--- src/rtl/ptw_pkg.sv ---
package ptw_pkg;

  typedef enum logic [2:0] {
    ST_IDLE      = 3'd0,
    ST_READ_REQ  = 3'd1,
    ST_WAIT_DATA = 3'd2,
    ST_REFILL    = 3'd3,
    ST_FAULT     = 3'd4
  } walk_state_e;

  // Flag bit positions inside an entry word.
  localparam int BIT_PRESENT    = 31;
  localparam int BIT_REFERENCED = 30;
  localparam int BIT_DIRTY      = 29;
  localparam int BIT_WRITABLE   = 28;

  typedef struct packed {
    logic present;
    logic referenced;
    logic dirty;
    logic writable;
  } pte_flags_t;

  function automatic pte_flags_t flags_of(input logic [31:0] word);
    pte_flags_t f;
    f.present    = word[BIT_PRESENT];
    f.referenced = word[BIT_REFERENCED];
    f.dirty      = word[BIT_DIRTY];
    f.writable   = word[BIT_WRITABLE];
    return f;
  endfunction

endpackage

--- src/rtl/ptw_ctrl.sv ---
module ptw_ctrl
  import ptw_pkg::*;
(
  input  logic        clk,
  input  logic        rst_n,
  input  logic        miss_valid,
  input  logic        mem_gnt,
  input  logic        mem_rvalid,
  input  logic        rd_present,
  input  logic        refill_ready,
  output walk_state_e state,
  output logic        accept,
  output logic        grant_evt,
  output logic        data_evt,
  output logic        refill_done,
  output logic        fault_evt
);

  walk_state_e state_nxt;

  assign accept      = (state == ST_IDLE) && miss_valid;
  assign grant_evt   = (state == ST_READ_REQ) && mem_gnt;
  assign data_evt    = (state == ST_WAIT_DATA) && mem_rvalid;
  assign refill_done = (state == ST_REFILL) && refill_ready;
  assign fault_evt   = (state == ST_FAULT);

  always_comb begin
    state_nxt = state;
    unique case (state)
      ST_IDLE:      if (accept) state_nxt = ST_READ_REQ;
      ST_READ_REQ:  if (grant_evt) state_nxt = ST_WAIT_DATA;
      ST_WAIT_DATA: if (data_evt) state_nxt = rd_present ? ST_REFILL : ST_FAULT;
      ST_REFILL:    if (refill_done) state_nxt = ST_IDLE;
      ST_FAULT:     state_nxt = ST_IDLE;
      default:      state_nxt = ST_IDLE;
    endcase
  end

  always_ff @(posedge clk) begin
    if (!rst_n) state <= ST_IDLE;
    else        state <= state_nxt;
  end

endmodule

--- src/rtl/ptw_datapath.sv ---
module ptw_datapath #(
  parameter int VPN_W = 20,
  parameter int PA_W  = 32,
  parameter int PTE_W = 32
) (
  input  logic             clk,
  input  logic             rst_n,
  input  logic             accept,
  input  logic             data_evt,
  input  logic [VPN_W-1:0] miss_vpn,
  input  logic [PA_W-1:0]  table_base,
  input  logic [PTE_W-1:0] mem_rdata,
  output logic [VPN_W-1:0] walk_vpn,
  output logic [PA_W-1:0]  walk_addr,
  output logic [PTE_W-1:0] walk_pte
);

  localparam int ENTRY_SHIFT = $clog2(PTE_W / 8);

  // Byte address of the entry: base plus page number scaled by entry size.
  function automatic logic [PA_W-1:0] entry_addr(input logic [PA_W-1:0]  base,
                                                 input logic [VPN_W-1:0] vpn);
    return base + (PA_W'(vpn) << ENTRY_SHIFT);
  endfunction

  always_ff @(posedge clk) begin
    if (!rst_n) begin
      walk_vpn  <= '0;
      walk_addr <= '0;
      walk_pte  <= '0;
    end else begin
      if (accept) begin
        walk_vpn  <= miss_vpn;
        walk_addr <= entry_addr(table_base, miss_vpn);
      end
      if (data_evt) walk_pte <= mem_rdata;
    end
  end

endmodule

--- src/rtl/ptw_pte_decode.sv ---
module ptw_pte_decode
  import ptw_pkg::*;
#(
  parameter int PTE_W = 32,
  parameter int PPN_W = 20
) (
  input  logic [PTE_W-1:0] word,
  output pte_flags_t       flags,
  output logic [PPN_W-1:0] ppn
);

  assign flags = flags_of(word[31:0]);
  assign ppn   = word[PPN_W-1:0];

endmodule

--- src/rtl/page_walker.sv ---
module page_walker
  import ptw_pkg::*;
#(
  parameter int VPN_W = 20,
  parameter int PPN_W = 20,
  parameter int PA_W  = 32,
  parameter int PTE_W = 32
) (
  input  logic             clk,
  input  logic             rst_n,
  input  logic             miss_valid,
  input  logic [VPN_W-1:0] miss_vpn,
  input  logic [PA_W-1:0]  table_base,
  output logic             busy,
  output logic             mem_req,
  output logic [PA_W-1:0]  mem_addr,
  input  logic             mem_gnt,
  input  logic             mem_rvalid,
  input  logic [PTE_W-1:0] mem_rdata,
  output logic             refill_valid,
  input  logic             refill_ready,
  output logic [VPN_W-1:0] refill_vpn,
  output logic [PPN_W-1:0] refill_ppn,
  output logic             refill_referenced,
  output logic             refill_dirty,
  output logic             refill_writable,
  output logic             fault_pulse,
  output logic [VPN_W-1:0] fault_vpn
);

  walk_state_e      state;
  logic             accept, grant_evt, data_evt, refill_done, fault_evt;
  logic             rd_present;
  pte_flags_t       rd_flags, walk_flags;
  logic [PPN_W-1:0] rd_ppn_unused_free, walk_ppn;
  logic [VPN_W-1:0] walk_vpn;
  logic [PA_W-1:0]  walk_addr;
  logic [PTE_W-1:0] walk_pte;

  ptw_pte_decode #(.PTE_W(PTE_W), .PPN_W(PPN_W)) u_rd_dec (
    .word  (mem_rdata),
    .flags (rd_flags),
    .ppn   (rd_ppn_unused_free)
  );
  assign rd_present = rd_flags.present;

  ptw_ctrl u_ctrl (
    .clk          (clk),
    .rst_n        (rst_n),
    .miss_valid   (miss_valid),
    .mem_gnt      (mem_gnt),
    .mem_rvalid   (mem_rvalid),
    .rd_present   (rd_present),
    .refill_ready (refill_ready),
    .state        (state),
    .accept       (accept),
    .grant_evt    (grant_evt),
    .data_evt     (data_evt),
    .refill_done  (refill_done),
    .fault_evt    (fault_evt)
  );

  ptw_datapath #(.VPN_W(VPN_W), .PA_W(PA_W), .PTE_W(PTE_W)) u_dp (
    .clk        (clk),
    .rst_n      (rst_n),
    .accept     (accept),
    .data_evt   (data_evt),
    .miss_vpn   (miss_vpn),
    .table_base (table_base),
    .mem_rdata  (mem_rdata),
    .walk_vpn   (walk_vpn),
    .walk_addr  (walk_addr),
    .walk_pte   (walk_pte)
  );

  ptw_pte_decode #(.PTE_W(PTE_W), .PPN_W(PPN_W)) u_walk_dec (
    .word  (walk_pte),
    .flags (walk_flags),
    .ppn   (walk_ppn)
  );

  assign busy              = (state != ST_IDLE);
  assign mem_req           = (state == ST_READ_REQ);
  assign mem_addr          = walk_addr;
  assign refill_valid      = (state == ST_REFILL);
  assign refill_vpn        = walk_vpn;
  assign refill_ppn        = walk_ppn;
  assign refill_referenced = walk_flags.referenced;
  assign refill_dirty      = walk_flags.dirty;
  assign refill_writable   = walk_flags.writable;
  assign fault_pulse       = fault_evt;
  assign fault_vpn         = walk_vpn;

endmodule

--- config.mk ---
export PLATFORM = sky130hd
export DESIGN_NAME = page_walker
export DESIGN_NICKNAME = d
export VERILOG_FILES = /design/src/rtl/ptw_pkg.sv /design/src/rtl/ptw_ctrl.sv /design/src/rtl/ptw_datapath.sv /design/src/rtl/ptw_pte_decode.sv /design/src/rtl/page_walker.sv
export SDC_FILE = /design/constraint.sdc
export NUM_CORES = 1
export LEC_CHECK = 0
export BUFFER_PORTS_ARGS = -buffer_cell sky130_fd_sc_hd__buf_2
export CORE_ASPECT_RATIO = 0.9
export CORE_MARGIN = 8
export CORE_UTILIZATION = 54
export CTS_BUF_LIST = sky130_fd_sc_hd__clkbuf_8 sky130_fd_sc_hd__clkbuf_16
export DETAILED_ROUTE_END_ITERATION = 10
export GPL_TIMING_DRIVEN = 0
export PLACE_DENSITY = 0.86
export SYNTH_ARGS = -nofsm -noshare
export SYNTH_HDL_FRONTEND = slang
export SYNTH_HIERARCHICAL = 1
export SYNTH_SLANG_ARGS = --single-unit
--- constraint.sdc ---
create_clock -name clk -period 4.6 [get_ports clk]
set_clock_uncertainty 0.1 [all_clocks]
set_input_delay 0.46 -clock clk [delete_from_list [all_inputs] [get_ports clk]]
set_output_delay 0.46 -clock clk [all_outputs]
set_load 0.01 [all_outputs]
**After elaboration in Yosys (flattened, before gate mapping)**

Index checks and enable logic that the tools add are counted.

- Word-level logic and storage cells: 26
- Input bits: 90
- Output and inout port bits: 99
- Register bits after elaboration: 86

- Add/subtract/negate cells: 1
- Equality and inequality tests: 8
- Muxes and demuxes: 6
- Reductions and logical operators: 7

Operator list:

| operator | count |
|---|---|
| $add A32 B22 Y32 | 1 |
| $mux W3 | 5 |
| $pmux W3 S4 | 1 |
| $eq A3 B2 Y1 const B | 2 |
| $logic_and A1 B1 Y1 | 4 |
| $ne A2 B1 Y1 const B | 2 |
| $ne A2 B2 Y1 const B | 2 |
| $reduce_and A4 Y1 | 1 |
| $eq A3 B1 Y1 const B | 1 |
| $eq A3 B3 Y1 const B | 1 |
| $logic_not A3 Y1 | 1 |
| $reduce_bool A3 Y1 | 1 |

**Longest topological paths before layout**

Gate-level depths: netlist (run 1).

- Depth in word-level cells: 4
- Gate-level depth with buffers: 10

**Cells and area by module**

Netlist (run 1), hierarchy kept.

Modules (own cells, without submodules):

| module | cells each | instances | area each (µm²) |
|---|---|---|---|
| ptw_datapath | 462 | 1 | 4322.9 |
| ptw_pte_decode | 24 | 2 | 180.2 |
| ptw_ctrl | 26 | 1 | 224.0 |
| page_walker | 23 | 1 | 173.9 |

**Worst setup path after synthesis (run 1)**

OpenSTA, ideal clock, no wires.

- Path kind: input port to flip-flop
- Start point: input port miss_vpn[0]
- End point: register u_dp.walk_addr[24]
- Path buffers: 0
- Data required time: 4.368 ns
- Cell stages on the path: 10
- Path slack: 1.918 ns
- Data arrival time: 2.450 ns
- Cells stage by stage: ha_1 inv_1 fa_1 and2b_1 o2111ai_1 a311o_1 a211oi_2 nor2_1 o2111ai_1 o311ai_1

- Longest elaborated chain between the ends: 1

RTL lines:

| item | line | text |
|---|---|---|
| start: declaration | page_walker.sv:12 | `input logic [VPN_W-1:0] miss_vpn,` |
| $add A32 B22 Y32 | ptw_datapath.sv:23 | `return base + (PA_W'(vpn) << ENTRY_SHIFT);` |
| end signal: assignment | ptw_datapath.sv:34 | `walk_addr <= entry_addr(table_base, miss_vpn);` |
| end: declaration | ptw_datapath.sv:14 | `output logic [PA_W-1:0] walk_addr,` |

No other way between the ends.
A chain may end at the register's enable or synchronous reset.

**Final worst setup path (run 1)**

Ends and elaborated chain as after synthesis.

==> reports/qor.txt, run 1 <==
Die W - 113 um
Setup TNS Final - 0 ns
Synth Cell Area - 4560 um^2
Maximum number of pins on one net before global-route repair - 14
Initial DRC Count - 211
CTS tree - built
Routed WL per cell - 16.4 um
GPL Wtd Cong - 0.952
Rows - 31
DRC errors left - 0
VDD IR max - 0.199 mV
FMAX - 0.351 GHz
Clk slew on worst S/H paths - 0.09 ns
Fin crit share - 0.620
GRT overflow - 0
Slew @ Worst Pin - 0.817 ns
Layout cell share with drive strength beyond 1 - 0.354
Post-CTS Repair Setup Buffers - 0
# resized after CTS - 0
Clock tree sinks - 78
First-pass GRT wire length - 20.6 mm
Post-DP HPWL - 10.7 mm
DIE AREA - 11600 um^2
CTS HTree Levels - 3
Syn avg cell area - 9.03 um^2
Worst rel slew slack - 0.455
All-Layer GR Usage - 0.217
Cell area after placement - 5580 um^2
Worst endpoint data arrival time - 2.98 ns
RSZ-0062 raised after global routing - false
# fillers - 670
Antenna Cells - 0
Worst-Skew Late Latency - 0.34 ns
Finished Core Util - 0.713
Boundary Pins - 189
Longest Clk Path Bufs - 2
CTS Buf Count - 9
Leakage - 2.79 nW
Hold buffers post-CTS - 0
Vias post-DR - 4316
Detail Route Antenna Nets - 0
HP Class - in2reg
Cells after Synth - 505
WP data required - 4.73 ns
Worst-path fanout max - 4
Vias in the first global route - 4338
Most frequent cells in the layout - buf_2 (180), dfxtp_1 (78), nor2b_1 (56)
Fin. Hold Viols - 0
Count of final setup violators - 0
Critical Path Sink Type - register
Die Span Y - 103 um
Pwr Density - 370 nW/um^2
Initial Util - 0.563
Syn_nets - 616
Fin crit period - 2.85 ns
Yosys warns - 6
Commonest non-fill, non-tap cell in the layout - buf_2
Root cell of the clock tree - clkbuf_8
Layout area overhead - 26.7%
Vias/cell - 5.40
# nets final - 806
Setup crit start kind - input port
Final instance area - 5780 um^2
Core area - 8110 um^2
Port Buf Inserts - 179
Max cap viols - 0
Outcome - complete, no violations
Max-slew violation count - 0
Final wirelength - 13.1 mm
Antenna violations before repair - 0
Router iterations before antenna repair - 5
Critical path class - in2reg
[power by group]
group / switching (mW) / internal, mW
combinational: 0.420 / 0.364
sequential: 0.0597 / 0.772
clock: 0.256 / 0.264
total: 0.736 / 1.40
[metal layers]
metal,GRT usage,vias up,share of wire
met1,0.250,1991,0.42
li1,-,2105,-
met2,0.380,195,0.47
met4,0.0767,0,0.021
met3,0.0656,25,0.086
met5,0,-,0
[critical path, stage by stage]
cell       delay (ns)
buf_2            0.09
ha_1             0.20
inv_1            0.07
fa_1             0.39
and2b_1          0.23
o2111ai_1        0.14
a311o_1          0.46
a211oi_2         0.38
nor2_1           0.17
o2111ai_1        0.24
o311ai_1         0.13
[final cells by class]
cell class,instances,area [um^2],share of cell area
multi-input cells,344,2510,0.435
flip-flops and latches,78,1560,0.270
repair buffers,179,896,0.155
plain buffers,74,452,0.0782
clock buffers,10,138,0.0238
well taps,99,124,0.0214
clock inverters,6,61.3,0.0106
inverters,9,33.8,0.00585
[registers in the layout (all words and copies together), names as in the netlist]
name,cells
u_dp/walk_addr,32
u_dp/walk_pte,23
u_ctrl/state,3
u_dp/walk_vpn,20
[per-stage QoR]
| stage | setup slack [ns] | hold slack (ns) | cells | power, mW |
|---|---|---|---|---|
| 2_1_floorplan | 1.92 | 0.384 | 505 | 1.35 |
| 3_3_place_gp | 1.51 | 0.343 | 783 | 1.60 |
| 3_5_place_dp | 1.43 | 0.348 | 783 | 1.63 |
| 4_1_cts | 1.79 | 0.261 | 799 | 2.15 |
| 5_1_grt | 1.65 | 0.266 | 799 | 2.26 |
| 6_report | 1.75 | 0.269 | 799 | 2.14 |
[worst paths after layout]
| check | from | end | slack (ns) | depth (start not counted) |
|---|---|---|---|---|
| max | miss_vpn[0] | u_dp/walk_addr[24]$_SDFFE_PN0P_ | 1.75 | 11 |
| min | mem_rdata[8] | u_dp/walk_pte[8]$_SDFFE_PN0P_ | 0.27 | 3 |
| max reg2reg | u_ctrl/state[0]$_SDFFE_PN0P_ | u_dp/walk_addr[22]$_SDFFE_PN0P_ | 2.14 | 7 |
| min reg2reg | u_dp/walk_addr[20]$_SDFFE_PN0P_ | u_dp/walk_addr[20]$_SDFFE_PN0P_ | 0.37 | 2 |
No activity file was read; power rests on OpenSTA's default activity.
==> run 2: changes to the inputs <==
- CORE_UTILIZATION: 54 -> 50
- PLACE_DENSITY: 0.86 -> 0.81
- clock period: 4.6 -> 2.7 ns (I/O delays scaled with it)
==> run 2 against run 1 <==
Net effect: first-iteration DRC count increased by 5.2%; global-route usage decreased by 0.76 points; core utilization decreased by 6.8 points; die area increased by 6.8%; design area increased by 0.41%; largest power group unchanged; sequential power increased by 71%; worst hold slack got worse by 0.19 ns; register-to-register slack got worse by 1.8 ns; critical endpoint unchanged; combinational power increased by 71%.
==> reports/qor.txt, run 2 (same netlist as run 1, synthesis figures left out) <==
Worst-Skew Late Latency - 0.34 ns
Port Buf Inserts - 179
Antenna violations before repair - 0
Critical Path Sink Type - register
Vias/cell - 5.23
Setup crit start kind - input port
Final wirelength - 13.2 mm
CP startpoint - miss_vpn[0]
Boundary Pins - 189
Pwr Density - 619 nW/um^2
Reg-to-reg critical path startpoint - u_ctrl/state[0]$_SDFFE_PN0P_
Fin crit period - 2.64 ns
Count of final setup violators - 0
Pre-CTS WS - -0.222 ns
Most frequent cells in the layout - buf_2 (180), dfxtp_1 (78), nor2b_1 (56)
Commonest non-fill, non-tap cell in the layout - buf_2
HP Class - in2reg
Vias in the first global route - 4354
Core area - 9000 um^2
GRT overflow - 0
CTS Buf Count - 9
FMAX - 0.379 GHz
Max cap viols - 0
Rows - 33
Initial DRC Count - 222
# fillers - 801
Worst-path fanout max - 4
Largest register by flop count - u_dp/walk_addr
RSZ-0062 raised after global routing - false
VDD IR max - 0.314 mV
Die W - 117 um
DRC errors left - 0
CTS tree - built
Worst Slack Setup Final - 0.0632 ns
First-pass GRT wire length - 21.1 mm
CTS HTree Levels - 3
Hold WS - 0.0773 ns
Routed WL per cell - 16.1 um
Final instance area - 5800 um^2
Critical path class - in2reg
All-Layer GR Usage - 0.210
Die Span Y - 107 um
GPL Wtd Cong - 0.962
Max-slew violation count - 0
Total power - 3.59 mW
Layout area overhead - 27.2%
Vias post-DR - 4301
Largest register FFs - 32
Hold path startpoint - mem_rdata[0]
Top flop regs - u_dp/walk_addr (32), u_dp/walk_pte (23), u_dp/walk_vpn (20)
Antenna Cells - 0
Clock tree sinks - 78
Post-DP HPWL - 10.6 mm
DIE AREA - 12400 um^2
WP data required - 2.83 ns
Cell area after placement - 5610 um^2
Outcome - complete, no violations
# nets final - 806
Finished Core Util - 0.645
Initial Util - 0.507
Detail Route Antenna Nets - 0
Fin. Hold Viols - 0
Longest Clk Path Bufs - 2
Worst rel slew slack - 0.430
Maximum number of pins on one net before global-route repair - 15
Root cell of the clock tree - clkbuf_8
Leakage - 2.78 nW
Worst endpoint data arrival time - 2.76 ns
Router iterations before antenna repair - 4
Fin crit share - 0.977
Slew @ Worst Pin - 0.855 ns
Clk slew on worst S/H paths - 0.09 ns
Layout cell share with drive strength beyond 1 - 0.356
-- run 2: cell types whose count changed in the layout (fill, tap and decap cells not counted), sizes merged --
cell / change
clkinv: -2
bufinv: -1
clkbuf: +1
clkinvlp: +1
inv: +1
-- run 2: worst paths after layout --
| kind | to | slack [ns] | cells past startpoint |
|---|---|---|---|
| worst min-delay path | u_dp/walk_pte[0]$_SDFFE_PN0P_ | 0.08 | 3 |
| worst max register to register | u_dp/walk_addr[25]$_SDFFE_PN0P_ | 0.34 | 7 |
| worst max-delay path | u_dp/walk_addr[24]$_SDFFE_PN0P_ | 0.06 | 11 |
| worst min register to register | u_dp/walk_addr[20]$_SDFFE_PN0P_ | 0.36 | 2 |
-- run 2: layout make-up --
type                       count  area [um^2]  area share
multi-input combinational    344         2510       0.433
sequential                    78         1560       0.269
timing repair buffer         179          896       0.154
buffer                        74          453      0.0781
tap                          122          153      0.0263
clock buffer                  11          151      0.0261
clock inverter                 5         41.3     0.00712
inverter                       9         33.8     0.00582
-- run 2: metal layers --
metal,vias up,part of all wire,track usage,routed length (um)
li1,2114,-,-,-
met1,2003,0.43,0.262,5650
met2,172,0.47,0.344,6200
met3,12,0.091,0.0556,1200
met4,0,0.012,0.0648,165
met5,-,0,0,0
-- run 2: power by group --
group	internal (mW)	switching (mW)	total (mW)
combinational	0.622	0.715	1.34
sequential	1.32	0.102	1.42
clock	0.391	0.450	0.841
-- run 2: worst max-delay path: stages --
cell       delay, ns
buf_2           0.09
ha_1            0.20
inv_1           0.07
fa_1            0.39
and2b_1         0.23
o2111ai_1       0.14
a311o_1         0.47
a211oi_2        0.37
nor2_1          0.16
o2111ai_1       0.24
o311ai_1        0.13
-- run 2: metrics by stage --
| stage | std cells | TNS (ns) |
|---|---|---|
| 4_1_cts | 822 | 0 |
| 2_1_floorplan | 505 | 0 |
| 6_report | 822 | 0 |
| 5_1_grt | 822 | 0 |
| 3_3_place_gp | 806 | -0.571 |
| 3_5_place_dp | 806 | -0.918 |
-- run 2: what timing repair did --
| item | in CTS | in global routing |
|---|---|---|
| hold endpoints to repair | 0 | 0 |
| resized for setup | 0 | 2 |
| hold buffers | 0 | 0 |
| buffers inserted | 0 | 0 |
| endpoints found under the setup margin | 0 | 2 |
